## src/rtl/muldiv_pkg.sv

```systemverilog
package muldiv_pkg;
  typedef enum logic [1:0] {
    OP_MUL  = 2'b00,
    OP_MULU = 2'b01,
    OP_DIV  = 2'b10,
    OP_DIVU = 2'b11
  } op_e;
endpackage

```

## src/rtl/muldiv_prep.sv

```systemverilog
module muldiv_prep
  import muldiv_pkg::*;
#(
  parameter int WIDTH = 32
) (
  input  logic [1:0]       op_i,
  input  logic [WIDTH-1:0] opa_i,
  input  logic [WIDTH-1:0] opb_i,
  output logic [WIDTH-1:0] a_mag_o,
  output logic [WIDTH-1:0] b_mag_o,
  output logic             is_div_o,
  output logic             is_signed_o,
  output logic             neg_main_o,
  output logic             neg_rem_o,
  output logic             zero_div_o
);
  op_e  op;
  logic sa, sb;

  always_comb begin
    op          = op_e'(op_i);
    is_div_o    = (op == OP_DIV) || (op == OP_DIVU);
    is_signed_o = (op == OP_MUL) || (op == OP_DIV);
    sa          = is_signed_o & opa_i[WIDTH-1];
    sb          = is_signed_o & opb_i[WIDTH-1];
    a_mag_o     = sa ? -opa_i : opa_i;
    b_mag_o     = sb ? -opb_i : opb_i;
    neg_main_o  = sa ^ sb;
    neg_rem_o   = sa;
    zero_div_o  = (opb_i == '0);
  end
endmodule

```

## src/rtl/muldiv_step.sv

```systemverilog
module muldiv_step #(
  parameter int WIDTH = 32
) (
  input  logic             is_div_i,
  input  logic [WIDTH-1:0] hi_i,
  input  logic [WIDTH-1:0] lo_i,
  input  logic [WIDTH-1:0] b_i,
  output logic [WIDTH-1:0] hi_o,
  output logic [WIDTH-1:0] lo_o
);
  localparam int AW = WIDTH + 2;

  logic [WIDTH:0]  shl;
  logic [AW-1:0]   add_a, add_b, sum;
  logic            cin, qbit;

  // one adder: add for multiply, subtract for divide
  always_comb begin
    shl = {hi_i, lo_i[WIDTH-1]};
    if (is_div_i) begin
      add_a = {1'b0, shl};
      add_b = ~{2'b00, b_i};
      cin   = 1'b1;
    end else begin
      add_a = {2'b00, hi_i};
      add_b = lo_i[0] ? {2'b00, b_i} : '0;
      cin   = 1'b0;
    end
    sum  = add_a + add_b + {{(AW-1){1'b0}}, cin};
    qbit = ~sum[AW-1];
    if (is_div_i) begin
      hi_o = qbit ? sum[WIDTH-1:0] : shl[WIDTH-1:0];  // restore on negative
      lo_o = {lo_i[WIDTH-2:0], qbit};
    end else begin
      hi_o = sum[WIDTH:1];
      lo_o = {sum[0], lo_i[WIDTH-1:1]};
    end
  end
endmodule

```

## src/rtl/muldiv_fixup.sv

```systemverilog
module muldiv_fixup #(
  parameter int WIDTH = 32
) (
  input  logic             is_div_i,
  input  logic             is_signed_i,
  input  logic             neg_main_i,
  input  logic             neg_rem_i,
  input  logic             zero_div_i,
  input  logic [WIDTH-1:0] hi_i,
  input  logic [WIDTH-1:0] lo_i,
  output logic [WIDTH-1:0] hi_o,
  output logic [WIDTH-1:0] lo_o,
  output logic             ovf_o
);
  logic [2*WIDTH-1:0] prod;

  always_comb begin
    prod  = {hi_i, lo_i};
    hi_o  = hi_i;
    lo_o  = lo_i;
    ovf_o = 1'b0;
    if (is_div_i) begin
      // zero divisor keeps the all-ones quotient untouched
      if (neg_main_i && !zero_div_i) lo_o = -lo_i;
      if (neg_rem_i)                 hi_o = -hi_i;
    end else begin
      if (neg_main_i) prod = -prod;
      hi_o = prod[2*WIDTH-1:WIDTH];
      lo_o = prod[WIDTH-1:0];
      if (is_signed_i) ovf_o = (hi_o != {WIDTH{lo_o[WIDTH-1]}});
      else             ovf_o = (hi_o != '0);
    end
  end
endmodule

```

## src/rtl/muldiv_unit.sv

```systemverilog
module muldiv_unit #(
  parameter int WIDTH = 32
) (
  input  logic             clk_i,
  input  logic             rst_ni,
  input  logic             start_i,
  input  logic [1:0]       op_i,
  input  logic [WIDTH-1:0] opa_i,
  input  logic [WIDTH-1:0] opb_i,
  output logic             busy_o,
  output logic             done_o,
  output logic [WIDTH-1:0] hi_o,
  output logic [WIDTH-1:0] lo_o,
  output logic             ovf_o
);
  localparam int CW = $clog2(WIDTH);
  localparam logic [CW-1:0] LAST = CW'(WIDTH - 1);

  logic [WIDTH-1:0] a_mag, b_mag;
  logic             p_div, p_signed, p_neg_main, p_neg_rem, p_zero;

  logic [WIDTH-1:0] acc_hi_q, acc_lo_q, b_q;
  logic [WIDTH-1:0] nx_hi, nx_lo, fx_hi, fx_lo;
  logic             fx_ovf;
  logic [CW-1:0]    cnt_q;
  logic             busy_q, done_q, div_q, signed_q, neg_main_q, neg_rem_q, zero_q;
  logic [WIDTH-1:0] res_hi_q, res_lo_q;
  logic             ovf_q;
  logic             accept;

  muldiv_prep #(.WIDTH(WIDTH)) i_prep (
    .op_i        (op_i),
    .opa_i       (opa_i),
    .opb_i       (opb_i),
    .a_mag_o     (a_mag),
    .b_mag_o     (b_mag),
    .is_div_o    (p_div),
    .is_signed_o (p_signed),
    .neg_main_o  (p_neg_main),
    .neg_rem_o   (p_neg_rem),
    .zero_div_o  (p_zero)
  );

  muldiv_step #(.WIDTH(WIDTH)) i_step (
    .is_div_i (div_q),
    .hi_i     (acc_hi_q),
    .lo_i     (acc_lo_q),
    .b_i      (b_q),
    .hi_o     (nx_hi),
    .lo_o     (nx_lo)
  );

  muldiv_fixup #(.WIDTH(WIDTH)) i_fixup (
    .is_div_i    (div_q),
    .is_signed_i (signed_q),
    .neg_main_i  (neg_main_q),
    .neg_rem_i   (neg_rem_q),
    .zero_div_i  (zero_q),
    .hi_i        (nx_hi),
    .lo_i        (nx_lo),
    .hi_o        (fx_hi),
    .lo_o        (fx_lo),
    .ovf_o       (fx_ovf)
  );

  assign accept = start_i & ~busy_q;

  always_ff @(posedge clk_i or negedge rst_ni) begin
    if (!rst_ni) begin
      acc_hi_q   <= '0;
      acc_lo_q   <= '0;
      b_q        <= '0;
      cnt_q      <= '0;
      busy_q     <= 1'b0;
      done_q     <= 1'b0;
      div_q      <= 1'b0;
      signed_q   <= 1'b0;
      neg_main_q <= 1'b0;
      neg_rem_q  <= 1'b0;
      zero_q     <= 1'b0;
      res_hi_q   <= '0;
      res_lo_q   <= '0;
      ovf_q      <= 1'b0;
    end else begin
      done_q <= 1'b0;
      if (accept) begin
        acc_hi_q   <= '0;
        acc_lo_q   <= a_mag;
        b_q        <= b_mag;
        cnt_q      <= '0;
        busy_q     <= 1'b1;
        div_q      <= p_div;
        signed_q   <= p_signed;
        neg_main_q <= p_neg_main;
        neg_rem_q  <= p_neg_rem;
        zero_q     <= p_zero;
      end else if (busy_q) begin
        acc_hi_q <= nx_hi;
        acc_lo_q <= nx_lo;
        cnt_q    <= cnt_q + 1'b1;
        if (cnt_q == LAST) begin
          busy_q   <= 1'b0;
          done_q   <= 1'b1;
          res_hi_q <= fx_hi;
          res_lo_q <= fx_lo;
          ovf_q    <= fx_ovf;
        end
      end
    end
  end

  assign busy_o = busy_q;
  assign done_o = done_q;
  assign hi_o   = res_hi_q;
  assign lo_o   = res_lo_q;
  assign ovf_o  = ovf_q;
endmodule

```

## config.mk

```make
export PLATFORM = sky130hd
export DESIGN_NAME = muldiv_unit
export DESIGN_NICKNAME = d
export VERILOG_FILES = /design/src/rtl/muldiv_pkg.sv /design/src/rtl/muldiv_prep.sv /design/src/rtl/muldiv_step.sv /design/src/rtl/muldiv_fixup.sv /design/src/rtl/muldiv_unit.sv
export SDC_FILE = /design/constraint.sdc
export NUM_CORES = 1
export LEC_CHECK = 0
export BUFFER_PORTS_ARGS = -buffer_cell sky130_fd_sc_hd__clkbuf_2
export CORE_MARGIN = 2
export CORE_UTILIZATION = 60
export DETAILED_ROUTE_END_ITERATION = 7
export PLACE_DENSITY = 0.8
export SLEW_MARGIN = 30
export SYNTH_ARGS = -nofsm -noshare
export SYNTH_HDL_FRONTEND = slang
export SYNTH_SLANG_ARGS = --single-unit
```

## constraint.sdc

```tcl
create_clock -name clk_i -period 12.3 [get_ports clk_i]
set_clock_uncertainty 0.15 [all_clocks]
set_input_delay 1.845 -clock clk_i [delete_from_list [all_inputs] [get_ports clk_i]]
set_output_delay 1.845 -clock clk_i [all_outputs]
set_load 0.05 [all_outputs]
```

==> results.md, run 1 <==
- Excluding fillers, the count of instances in the completed layout stands at 2,430.
- The mapped netlist covers 15,470 µm².
- The number of gates resized after CTS was 0.
- The signal on the critical path passes through buf_12 > mux2_2 > ha_1 > a21oi_2 > o21ai_1 > a211o_1 > a22oi_2 > nand2_2 > a21oi_1 > ha_1 > o211a_1 > nand4bb_1 > nor4_2 > nor2_1 > xnor2_1 > nand3_1 > or4_1 > or3_1 > or3_1 > or4_1 > or4_1 > o2bb2ai_1 > a21oi_1.
- In the synthesized netlist the dominant register cell turns out to be sky130_fd_sc_hd__dfrtp_1.
- Setup repair after global routing left no endpoint under its margin.
- Synthesis produced a netlist whose cell count is 2,066.
- The aggregate negative setup slack is 0 ps.
- The overall routing resource usage is 34.69%.
- The number of global-route vias before repair was 13,411.
- The number of enable flip-flop cells after synthesis is 0.
- The worst hold path was traced through 2 stages.
- The relative area change from synthesis to final layout is 8.201%.
- The count of warnings emitted by yosys is 0.
- The remaining antenna violation count after routing is 0.
- The critical path is of the register to register type.
- The start point of the worst hold path is hi_o[18]$_DFFE_PN0P_.
- For the worst setup path, the data required time is 12,470 ps.
- Counting the fill cells in the layout gives 2,152.
- At the pin with the least slew margin, the transition time is 922.9 ps.
- The wire length of the first global-routing pass is 73.77 mm.
- The number of buffers inserted during clock tree synthesis is 17.
- Clock latency on the worst-skew pair, taken at its later pin, is 450 ps.
- The per-cell via count in the routed design is 6.324.
- The flow ran to the end, and the final reports show no timing, DRC or antenna violations.
- The type of the tightest min-delay check is register to register.
- The critical register-to-register path endpoint is ovf_o$_DFFE_PN0P_.
- The number of antenna diodes in the final layout is 0.
- The maximum number of pins on one net before global-route repair is 205.
- The max-slew violation count was 0.
- The reg2reg setup slack is 2860 ps.
- The HPWL reported at the end of detailed placement is 35.05 mm.
- The critical path endpoint category is a register.
- Pin placement for this block handled 136 I/O pins.
- The synthesized design spends more area on one cell type than any other, namely sky130_fd_sc_hd__dfrtp_1.
- Hold is met by 328.6 ps.
- The placement row count is 58.
- Among the stages of the critical path, the cell type that occurs most often is sky130_fd_sc_hd__or4_1.
- After detailed placement, the total cell area comes to 16,120 µm².
- STA classifies the critical path startpoint as a register.
- The TritonCTS sink count is 173.
- The average detailed-routed wire length per instance is 19.36 µm.
- The share of cells above drive strength 1 is 12.81%.
- After detailed placement, the design holds a cell count of 2,398.
- For the worst setup path, the data arrival time is 9610 ps.
- The placer congestion estimate is 0.9472.
- The sequential element share of the synthesized area is 27.98%.
- Counting flops with an async set or reset pin after synthesis yields a share of 100.0%.
- After clock tree synthesis, the clock-pin slew on the worst setup and hold paths is 80 ps.
- The largest fanout on the critical path is 204.
- When the netlist entered floorplanning its net count stood at 2,175.
- The final wirelength is 47.05 mm.
- Setup violations remaining at the end of the flow were counted as 0.
- The initial DRC count is 2,331.
- The distinct cell type count of the synthesized netlist is 87.
- The area share of the largest cell type after synthesis is 27.98%.
- The slowest stage of the critical path belongs to the cell sky130_fd_sc_hd__dfrtp_4.
- Summing all flip-flop and latch instances after layout gives 4337 µm².
- The number of search-and-repair iterations in the first detailed-routing pass is 6.
- For this design, the CTS-stage hold fixing added 0 buffers.
- The post-synthesis area per instance is 7.488 µm².
- In the routed design, unresolved DRC markers number 0.
- Counting cells, the worst reg-to-reg path comes to 23.
- The portion of the clock cycle consumed by the worst path in the final layout is 76.79%.
- Counting I/O delays and the setup requirement, the final critical path takes 9445 ps.
- The terminating pin of the worst hold path is hi_o[18]$_DFFE_PN0P_.
- The largest incremental delay on the critical path is 880 ps.
- The die covers 27,080 µm².
- The TritonCTS clock tree is built.
- For this run, the post-layout net count is 2,196.
- Yosys attributes the largest share of cell area to sky130_fd_sc_hd__dfrtp_1 28%, sky130_fd_sc_hd__o21ai_0 10%, sky130_fd_sc_hd__nand2_1 7.9%.
- The final-report hold violation count was 0.
- The die is 164.6 µm wide.
- The number of antenna violations at the first check in global routing was 0.
- The via count is 15,368.
- CTS built an H-tree with a depth of 4.
- The worst pin sits at a relative slew slack of 36.71%.
- The y dimension of the die is 164.6 µm.
- No sink is reached through more buffers than the 2 on the longest clock path.
- The post-CTS setup-driven buffer insertion count is 0.
- With fillers left out, the area of the finished cells amounts to 16,740 µm².
- The number of buffers inserted by port buffering is 135.
- The multi-input combinational cell area is 10,380 µm².
- The tool flagged a number of max-cap violations equal to 0.
- For this configuration, the core starts out at a cell density of 61.26%.
- The origin of the critical flop-to-flop path is div_q$_DFFE_PN0P_.
- In this run the standard cell core region covers 25,250 µm².
- The number of synthesized register bits is 173.
- Based on the critical path, the design can be clocked at up to 0.1059 GHz.
- The cell at the root of the clock tree is sky130_fd_sc_hd__clkbuf_16.
- The total overflow left after global routing is 0.
-- how the worst max path moves through the flow --
stage / start / to / cells past startpoint
after floorplan: div_q$_DFFE_PN0P_ / ovf_o$_DFFE_PN0P_ / 39
after detailed placement: div_q$_DFFE_PN0P_ / ovf_o$_DFFE_PN0P_ / 23
after CTS: div_q$_DFFE_PN0P_ / ovf_o$_DFFE_PN0P_ / 23
after global placement: div_q$_DFFE_PN0P_ / ovf_o$_DFFE_PN0P_ / 24
final: div_q$_DFFE_PN0P_ / ovf_o$_DFFE_PN0P_ / 23
after global routing: div_q$_DFFE_PN0P_ / ovf_o$_DFFE_PN0P_ / 23
-- cells by family after synthesis --
kind of cell | count (synthesis) | synth area share [%]
simple gates | 723 | 21.76
compound gates | 672 | 26.21
xor+xnor | 199 | 11.27
buf+inv | 197 | 5.127
flops | 173 | 27.98
mux | 62 | 4.319
fa+ha+maj | 40 | 3.332
-- final cells by class --
cell class | count | share of cell area, %
Clock buffer | 18 | 2.624
Clock inverter | 14 | 1.039
Inverter | 46 | 1.031
Multi-Input combinational cell | 1696 | 61.98
Sequential cell | 173 | 25.91
Tap cell | 330 | 2.467
Timing Repair Buffer | 153 | 4.956
-- cell usage after synthesis (32+ instances only) --
cell,instances
sky130_fd_sc_hd__a21oi_1,141
sky130_fd_sc_hd__clkbuf_1,117
sky130_fd_sc_hd__dfrtp_1,173
sky130_fd_sc_hd__ha_1,38
sky130_fd_sc_hd__inv_1,45
sky130_fd_sc_hd__mux2_2,35
sky130_fd_sc_hd__nand2_1,325
sky130_fd_sc_hd__nor2_1,160
sky130_fd_sc_hd__nor3_1,38
sky130_fd_sc_hd__o21ai_0,317
sky130_fd_sc_hd__or3_1,32
sky130_fd_sc_hd__xnor2_1,98
sky130_fd_sc_hd__xor2_1,101
-- per-layer routing --
metal  global-route usage [%]  routed length (µm)
met3                    7.559                5416
met2                    46.86               18720
met4                    7.470                 751
met1                    55.58               22170
met5                        0                   0
-- cells in the final DEF, fill, tap and decap left out, drive strengths merged, types with 24 or more instances in the layout --
master | synthesis | routed
a21oi | 144 | 144
clkbuf | 118 | 152
dfrtp | 173 | 173
ha | 38 | 38
inv | 46 | 51
mux2 | 38 | 38
mux2i | 24 | 24
nand2 | 326 | 326
nor2 | 160 | 160
nor3 | 40 | 40
o21ai | 326 | 326
o31ai | 32 | 32
or3 | 32 | 32
xnor2 | 98 | 98
xor2 | 101 | 101
-- worst max-delay path, delay by kind of cell, from the launching register on --
kind | cells | cell delay [ps]
xor gates and xnor gates | 1 | 340
DFF | 1 | 880
and+or+nand+nor | 10 | 3990
AOI/OAI and AO/OA | 8 | 2060
adders and majority gates | 2 | 650
buffers and inverters | 1 | 660
muxes | 1 | 420
-- sequential cells by signal (all words and copies together), names as in the netlist, 5 cells and up --
| register | cells |
|---|---|
| acc_hi_q | 32 |
| acc_lo_q | 32 |
| b_q | 32 |
| cnt_q | 5 |
| hi_o | 32 |
| lo_o | 32 |
-- through the flow --
| stage | util (%) | setup WS [ps] |
|---|---|---|
| 2_1_floorplan | - | 2442 |
| 3_3_place_gp | 63.80 | 3411 |
| 3_5_place_dp | 63.85 | 3097 |
| 4_1_cts | 66.28 | 3073 |
| 5_1_grt | 66.29 | 2315 |
| 6_report | 66.29 | 2855 |
Power of run 1 is left out: the tool's default activity adds up to more than one toggle a clock period on the data nets, which glitch-free logic cannot reach.
==> inputs of run 2 (changes only) <==
==> constraint.sdc (replaced) <==
create_clock -name clk_i -period 9.45 [get_ports clk_i]
set_clock_uncertainty 0.15 [all_clocks]
set_input_delay 1.4175 -clock clk_i [delete_from_list [all_inputs] [get_ports clk_i]]
set_output_delay 1.4175 -clock clk_i [all_outputs]
set_load 0.05 [all_outputs]
==> results.md, run 2 (synthesis gave the netlist of run 1 again) <==
- The filler cell count in the final layout is 2,195 (was 2,152).
- The number of DRC violations after detailed routing is 0 (unchanged).
- The initial DRC count is 1,873 (was 2,331).
- The tightest slew margin relative to the limit is 36.45% (was 36.71%).
- The max-slew violation count was 0 (unchanged).
- The y dimension of the die is 164.6 µm (unchanged).
- The cell count of the worst hold path was 2 (unchanged).
- The maximum number of pins on one net before global-route repair is 97 (was 205).
- The TritonCTS clock tree was built (unchanged).
- The number of buffers inserted by port buffering is 135 (unchanged).
- Cells along the critical path: inv_2 > o21ai_0 > fa_1 > a211oi_1 > o21ai_1 > and3_1 > o21ai_2 > nand2_2 > a21oi_1 > ha_1 > o211a_1 > nand4bb_1 > nor4_2 > nor2_1 > xnor2_1 > nand3_1 > or4_1 > or3_1 > or3_1 > or4_1 > or4_1 > o2bb2ai_1 > a21oi_1 (was buf_12 > mux2_2 > ha_1 > a21oi_2 > o21ai_1 > a211o_1 > a22oi_2 > nand2_2 > a21oi_1 > ha_1 > o211a_1 > nand4bb_1 > nor4_2 > nor2_1 > xnor2_1 > nand3_1 > or4_1 > or3_1 > or3_1 > or4_1 > or4_1 > o2bb2ai_1 > a21oi_1).
- The number of gates resized after cts was 0 (unchanged).
- The number of buffers inserted during clock tree synthesis came to 17 (unchanged).
- The clock transition time at the flip-flop clock pins of the worst setup and hold paths is 70 ps (was 80 ps).
- The remaining antenna violation count after routing was 0 (unchanged).
- Most frequent cells in the layout: 323 x sky130_fd_sc_hd__nand2_1, 317 x sky130_fd_sc_hd__o21ai_0, 170 x sky130_fd_sc_hd__dfrtp_1 (was 323 x sky130_fd_sc_hd__nand2_1, 317 x sky130_fd_sc_hd__o21ai_0, 171 x sky130_fd_sc_hd__dfrtp_1).
- The I/O pin count came to 136 (unchanged).
- The final core area utilization is 66.32% (was 66.29%).
- The start point of the worst hold path is hi_o[16]$_DFFE_PN0P_ (was hi_o[18]$_DFFE_PN0P_).
- The cts-stage hold buffer count is 0 (unchanged).
- The overall routing resource usage is 35.00% (was 34.69%).
- The post-CTS setup-driven buffer insertion count is 0 (unchanged).
- The wire length of the first global-routing pass is 74.34 mm (was 73.77 mm).
- The number of antenna violations at the first check in global routing is 1 (was 0).
- The aggregate negative setup slack is 0 ps (unchanged).
- Setup repair after global routing missed its margin: no (unchanged).
- The maximum buffer depth of the clock tree is 2 (unchanged).
- The portion of the clock cycle consumed by the worst path in the final layout was 87.01% (was 76.79%).
- The reg2reg setup slack is 1230 ps (was 2860 ps).
- The terminating pin of the worst hold path is hi_o[16]$_DFFE_PN0P_ (was hi_o[18]$_DFFE_PN0P_).
- The final setup slack of the worst path is 1228 ps (was 2855 ps).
- The die footprint is 27,080 µm² (unchanged).
- The TritonCTS sink count was 173 (unchanged).
- The number of global-route vias before repair is 13,615 (was 13,411).
- The HPWL reported at the end of detailed placement was 35.54 mm (was 35.05 mm).
- The final wirelength was 47.56 mm (was 47.05 mm).
- The critical register-to-register path endpoint is ovf_o$_DFFE_PN0P_ (unchanged).
- The global-route congestion overflow total is 0 (unchanged).
- The most prevalent standard cell on the critical path is sky130_fd_sc_hd__or4_1 (unchanged).
- The number of setup violations in the final report is 0 (unchanged).
- The origin of the critical flop-to-flop path is div_q$_DFFE_PN0P_ (unchanged).
- The final-report hold violation count came to 0 (unchanged).
- The maximum achievable frequency came to 0.1216 GHz (was 0.1059 GHz).
- The largest incremental delay on the critical path is 690 ps (was 880 ps).
- The total inserted antenna cells is 0 (unchanged).
- The largest fanout on the critical path was 47 (was 204).
- The minimum setup slack after placement is 1382 ps (was 3097 ps).
- The type of the tightest min-delay check is register to register (unchanged).
- The number of search-and-repair iterations in the first detailed-routing pass is 8 (was 6).
- The leading cell type in the layout, fill and taps excluded is sky130_fd_sc_hd__nand2_1 (unchanged).
- The worst path required time is 9610 ps (was 12,470 ps).
- The per-cell via count in the routed design came to 6.390 (was 6.324).
- The average detailed-routed wire length per instance was 19.51 µm (was 19.36 µm).
- The master of the slowest instance on the critical path is sky130_fd_sc_hd__dfrtp_4 (unchanged).
- The max-cap check violation count is 0 (unchanged).
- The minimum period implied by the final worst setup slack is 8222 ps (was 9445 ps).
- Status: completed (unchanged).
- The total number of nets in the final design is 2,205 (was 2,196).
- The core area is 25,250 µm² (unchanged).
- The measured slew at the worst slew-check pin is 953.2 ps (was 922.9 ps).
- The starting density of the core is 61.26% (unchanged).
- The die width was 164.6 µm (unchanged).
- The placement row count is 58 (unchanged).
- The clock latency on the worst-skew pair is 440 ps (was 450 ps).
- The via count is 15,578 (was 15,368).
- The arrival time reported for the critical path endpoint was 8390 ps (was 9610 ps).
- The critical path endpoint category is a register (unchanged).
- The placer congestion estimate was 0.9950 (was 0.9472).
- The critical path startpoint category is a register (unchanged).
- The depth of the CTS H-tree is 4 (unchanged).
- The share of cells above drive strength 1 is 13.14% (was 12.81%).
- The category of the critical setup timing path is register to register (unchanged).
- The relative area change from synthesis to final layout was 8.265% (was 8.201%).
- The minimum hold slack is 328.0 ps (was 328.6 ps).
- The depth of the worst register-to-register path is 23 (unchanged).
- The cell at the root of the clock tree is sky130_fd_sc_hd__clkbuf_16 (unchanged).
[run 2: worst max-delay path by stage]
stage          depth (start not counted)                end  slack [ps]               from
2_1_floorplan                         39  ovf_o$_DFFE_PN0P_          20  div_q$_DFFE_PN0P_
3_3_place_gp                          24  ovf_o$_DFFE_PN0P_        1570  div_q$_DFFE_PN0P_
3_5_place_dp                          23  ovf_o$_DFFE_PN0P_        1380  div_q$_DFFE_PN0P_
4_1_cts                               23  ovf_o$_DFFE_PN0P_        1350  div_q$_DFFE_PN0P_
5_1_grt                               23  ovf_o$_DFFE_PN0P_         660  div_q$_DFFE_PN0P_
6_report                              23  ovf_o$_DFFE_PN0P_        1230  div_q$_DFFE_PN0P_
[run 2: routing by layer]
layer | track usage (%) | up-vias | share of wire (%)
met5 | 0 | - | 0.027
met4 | 8.498 | 2 | 2.2
met3 | 7.634 | 84 | 12
met2 | 48.10 | 950 | 40
met1 | 55.01 | 7131 | 45
li1 | - | 7411 | -
[run 2: cell type report]
cell class | count | area [µm²] | area share, %
multi-input cells | 1696 | 10380 | 61.94
flip-flops and latches | 173 | 4335 | 25.88
repair buffers | 162 | 884.6 | 5.281
clock buffers | 19 | 442.9 | 2.644
well taps | 330 | 412.9 | 2.465
inverters | 46 | 172.7 | 1.031
clock inverters | 12 | 126.4 | 0.7545
[run 2: through the flow]
step | std cells | instance area, µm²
floorplan | 2066 | 15480
global placement | 2407 | 16170
detailed placement | 2407 | 16180
CTS | 2438 | 16750
global route | 2438 | 16750
finish | 2438 | 16750
[run 2: critical path: cells and delay by family, from the launching register on]
family,cells,cell delay [ps]
AND/OR/NAND/NOR,11,3650
AO/OA/AOI/OAI,8,1940
flip-flops,1,690
adder cells (fa/ha/maj),2,690
buffers and inverters,1,630
XOR/XNOR,1,310
Power of run 2 is left out for the same reason.
